==> src/rtl/tmr_word_voter.sv <==
module tmr_word_voter #(
  parameter int W  = 32,
  parameter int CW = 32
) (
  input  logic          clk,
  input  logic          rst_n,
  input  logic          clear_i,
  input  logic          in_valid,
  input  logic [W-1:0]  word_a,
  input  logic [W-1:0]  word_b,
  input  logic [W-1:0]  word_c,
  output logic [W-1:0]  vote_word,
  output logic          vote_valid,
  output logic [2:0]    fault_mask,
  output logic          mismatch_pulse,
  output logic          halt,
  output logic [CW-1:0] mismatch_count
);

  localparam logic [CW-1:0] CNT_MAX = '1;

  logic eq_ab, eq_ac, eq_bc, all_eq, none_eq, take;
  logic [2:0]   odd_one;
  logic [W-1:0] agreed;

  assign eq_ab   = (word_a == word_b);
  assign eq_ac   = (word_a == word_c);
  assign eq_bc   = (word_b == word_c);
  assign all_eq  = eq_ab & eq_ac;
  assign none_eq = ~eq_ab & ~eq_ac & ~eq_bc;
  assign take    = in_valid & ~halt & ~clear_i;
  assign agreed  = eq_bc ? word_b : word_a;

  always_comb begin
    odd_one = 3'b000;
    if (!all_eq) begin
      if (eq_ab)      odd_one = 3'b100;
      else if (eq_ac) odd_one = 3'b010;
      else if (eq_bc) odd_one = 3'b001;
    end
  end

  always_ff @(posedge clk or negedge rst_n) begin
    if (!rst_n) begin
      vote_word      <= '0;
      vote_valid     <= 1'b0;
      fault_mask     <= 3'b000;
      mismatch_pulse <= 1'b0;
      halt           <= 1'b0;
      mismatch_count <= '0;
    end else begin
      vote_valid     <= 1'b0;
      mismatch_pulse <= 1'b0;
      if (clear_i) begin
        halt       <= 1'b0;
        fault_mask <= 3'b000;
      end else if (take) begin
        if (none_eq) begin
          halt <= 1'b1;
        end else begin
          vote_word  <= agreed;
          vote_valid <= 1'b1;
          if (odd_one != 3'b000) begin
            fault_mask     <= fault_mask | odd_one;
            mismatch_pulse <= 1'b1;
            if (mismatch_count != CNT_MAX)
              mismatch_count <= mismatch_count + 1'b1;
          end
        end
      end
    end
  end

endmodule

==> config.mk <==
export PLATFORM = sky130hd
export DESIGN_NAME = tmr_word_voter
export DESIGN_NICKNAME = d
export VERILOG_FILES = /design/src/rtl/tmr_word_voter.sv
export SDC_FILE = /design/constraint.sdc
export NUM_CORES = 1
export LEC_CHECK = 0
export BUFFER_PORTS_ARGS = -buffer_cell sky130_fd_sc_hd__buf_4
export CAP_MARGIN = 30
export CORE_UTILIZATION = 40
export DETAILED_ROUTE_END_ITERATION = 7
export GPL_TIMING_DRIVEN = 1
export PLACE_DENSITY = 0.66
export SLEW_MARGIN = 20
export SYNTH_ARGS = -nofsm -noshare
export SYNTH_HDL_FRONTEND = slang
export SYNTH_SLANG_ARGS = --single-unit
==> constraint.sdc <==
create_clock -name clk -period 2.6 [get_ports clk]
set_input_delay 0.39 -clock clk [delete_from_list [all_inputs] [get_ports clk]]
set_output_delay 0.39 -clock clk [all_outputs]
set_load 0.01 [all_outputs]
==> flow_summary_export.csv <==
group,metric,value,unit
critical_path,worstSetupPathType,"reg2reg",
finish,num-nets-final,712,
clock_network,clock_sinks,70,
critical_path,slowest_delay,0.54,ns
critical_path,setup.worst_path.end,"mismatch_count[19]",
sta,setup_viol,0,
synthesis,ys_types,32,
critical_path,worstPathRequired,2.83,ns
floorplanning,core_area,10320,um^2
detailed_routing,drcViolationCount,0,
synthesis,yosysWarnings,0,
sta,rsz0062_at_grt,"false",
detailed_routing,vias,3877,
hold_path,min_from,"clear_i",
hold_path,holdPathStages,2,
detailed_routing,drt_first_iter_violations,126,
finish,num_antenna_cells,0,
clock_network,htreeDepth,3,
power,powerDensity,407.9,nW/um^2
clock_network,cts.path.max_buffers,2,
finish,final_core_util,58.48,%
run_status,status,"finished, final reports clean",
critical_path,slowest_stage,"or4_4",
sta,skew,0.01170,ns
power,irDropWorstVdd,0.0002462,V
detailed_routing,drt-wirelength-per-cell,17.24,um
synthesis,ys_ff_latch,70,
synthesis,synth_fp_nets,527,
clock_network,cts_tree,"built",
floorplanning,start_util,41.10,%
clock_network,path_clk_slew,0.09,ns
detailed_routing,wirelength,12.96,mm
floorplanning,num_io_pins,170,
place,io_buffers,169,
clock_network,clockRootBuffer,"clkbuf_8",
synthesis,synth-edff-count,0,
sta,finalCritPeriodShare,95.34,%
grt,grtUsageTotal,23.66,%
floorplanning,num_rows,37,
detailed_routing,avgViaCountPerCell,5.156,
hold_path,hp-class,"in2reg",
critical_path,crit_fanout,12,
synthesis,synth_top_area_share,41.29,%
synthesis,ys.flop_type,"dfrtp_1",
sta,drv_slew,0,
critical_path,start_kind,"flip-flop",
grt,grt_first_pass_wirelength,19.93,mm
synthesis,yosysSeqAreaShare,41.29,%
sta,relSlewSlack,73.24,%
synthesis,synthCells,426,
critical_path,end_kind,"flip-flop",
sta,whs,0.2284,ns
clock_network,cts_resized,0,
critical_path,r2r_cells,9,
grt,grt_max_degree,71,
critical_path,reg2reg_from,"mismatch_count[10]",
floorplanning,die_x,105.0,um
sta,post-route-min-period,2.479,ns
critical_path,r2r-end,"mismatch_count[19]",
sta,worstMarginPinSlew,0.3978,ns
sta,fin_tns_setup,0,ns
finish,final_area,6037,um^2
critical_path,path_common_cell,"and4_1",
finish,n_fill_cell,939,
critical_path,path_cells,"nand4_1, nor2_2, and4_1, nand3_4, or4_4, and4b_1, buf_4, and4_1, xor2_1",
synthesis,synth_async_sr_flop_share,100.0,%
finish,instances_no_fill,752,
critical_path,arrival,2.71,ns
critical_path,cp-startpoint,"mismatch_count[10]",
place,post-dp-hpwl,10.21,mm
sta,hold_violations,0,
finish,drive_gt1_share,34.25,%
power,p_leak,2.883,nW
place,place.gp.congestion,0.8671,
grt,globalRouteOverflowTotal,0,
grt,grt_pass1_vias,3830,
flow_run,maxCapViolations,0,
detailed_routing,firstDrtPassIters,4,
synthesis,yosys.area.top_type,"dfrtp_1",
grt,antenna_found_initial,0,
clock_network,numCtsBuffers,9,
sta,fmax,403.4,MHz
synthesis,synth_area,4243,um^2
finish,area_delta_synth_final,42.29,%
floorplanning,die_y,105.0,um
critical_path,r2r_setup_slack,0.12,ns
synthesis,synthTopCellsByArea,"dfrtp_1 (41%), xor2_1 (21%), mux2i_1 (7.5%)",
place,dpl_cell_area,5762,um^2
clock_network,clk_latency,0.35,ns
synthesis,avgSynthCellArea,9.960,um^2
place,place_inst,731,
detailed_routing,ant_nets,0,
floorplanning,die_area,11020,um^2
-- synth_stat cells, types with 3 or more instances --
cell and number:
nand2_1 15, and4_1 3, nor3_1 8, nand3_1 10, inv_1 6, buf_2 3
clkbuf_1 8, xor2_1 100, nor2_1 45, and3_1 3, nor4_1 24, xnor2_1 27
nand3_2 3, a21oi_1 33, nand4_1 17, dfrtp_1 70, mux2i_1 32, a31oi_1 3
-- sequential cells by signal (all words and copies together) (netlist names) --
| name | flops |
|---|---|
| mismatch_count | 32 |
| vote_word | 32 |
| fault_mask | 3 |
| halt | 1 |
| mismatch_pulse | 1 |
| vote_valid | 1 |
-- where the power goes --
group	switching (mW)	internal [mW]	leakage, nW
Combinational	0.189	0.185	1.81
Sequential	0.000812	1.09	0.961
Clock	0.433	0.565	0.110
-- layout by cell type (no fill, tap or decap) --
cell type      count
dlygate4sd3_1      1
a21oi_1           33
inv_1              6
nor2_4             2
and4b_1            1
mux2i_1           32
nand2_1           15
xor2_1           100
nor2_1            44
buf_4            183
or4_4              1
bufinv_16          2
ha_1               1
clkinv_2           2
or3_1              1
dfrtp_1           70
nand3_2            3
xnor2_1           27
nor2b_1            1
and4bb_4           1
buf_16             1
buf_12             3
clkbuf_1           2
nand3_4            1
a31oi_1            3
nor3_1             8
nor3b_1            1
and3_1             3
nand4_2            1
nand3_1           10
and4_1             3
nand2b_1           1
nor4_1            24
nand4_1           17
nand4bb_1          1
clkbuf_8          10
nor2_2             1
-- layout make-up --
type	count	area, um^2	share of cell area (%)
clock inverters	4	70.07	1.161
flip-flops and latches	70	1752	29.02
repair buffers	188	1471	24.37
inverters	6	22.52	0.3731
multi-input cells	336	2406	39.85
clock buffers	12	145.1	2.404
well taps	136	170.2	2.819
-- kinds of logic (layout without fill, tap and decap cells) --
| logic type | Yosys count | after routing | synth area share, % |
|---|---|---|---|
| AO/OA/AOI/OAI | 36 | 36 | 4.335 |
| XOR/XNOR | 127 | 127 | 26.22 |
| adder cells (fa/ha/maj) | 1 | 1 | 0.2949 |
| buffers and inverters | 20 | 210 | 2.300 |
| flip-flops | 70 | 70 | 41.29 |
| multiplexers | 32 | 32 | 7.549 |
| AND/OR/NAND/NOR | 140 | 140 | 18.02 |
-- through the flow --
stage	total power [mW]	setup slack (ns)
floorplan	1.235	0.1931
global placement	1.475	0.07456
detailed placement	1.478	0.02132
CTS	2.479	0.04159
global route	2.567	0.0003446
finish	2.463	0.1211
-- what timing repair did --
action / 4_1_cts / 5_1_grt
hold buffers: 0 / 1
setup buffers: 0 / 3
endpoints found under the setup margin: 0 / 2
hold endpoints to repair: 0 / 14
-- worst max-delay path, delay by kind of cell, from the launching register on --
| family | cells | cell delay, ns |
|---|---|---|
| XOR/XNOR | 1 | 0.14 |
| buffers and inverters | 1 | 0.18 |
| flip-flops | 1 | 0.38 |
| AND/OR/NAND/NOR | 7 | 1.65 |
-- metal layers --
layer | wire length [um] | vias up | part of all wire, % | GRT usage, %
li1 | - | 1842 | - | -
met1 | 5338 | 1876 | 41 | 29.22
met2 | 6351 | 144 | 49 | 40.49
met3 | 1004 | 15 | 7.7 | 5.864
met4 | 267 | 0 | 2.1 | 7.445
met5 | 0 | - | 0 | 0
-- how the worst min path moves through the flow --
stage / to / slack (ns)
floorplan: fault_mask[0] / 0.09
finish: fault_mask[1] / 0.23
CTS: vote_word[18] / 0.20
global route: fault_mask[1] / 0.22
global placement: mismatch_count[29] / 0.48
detailed placement: mismatch_count[29] / 0.48
Power figures use the tool's default switching activity.
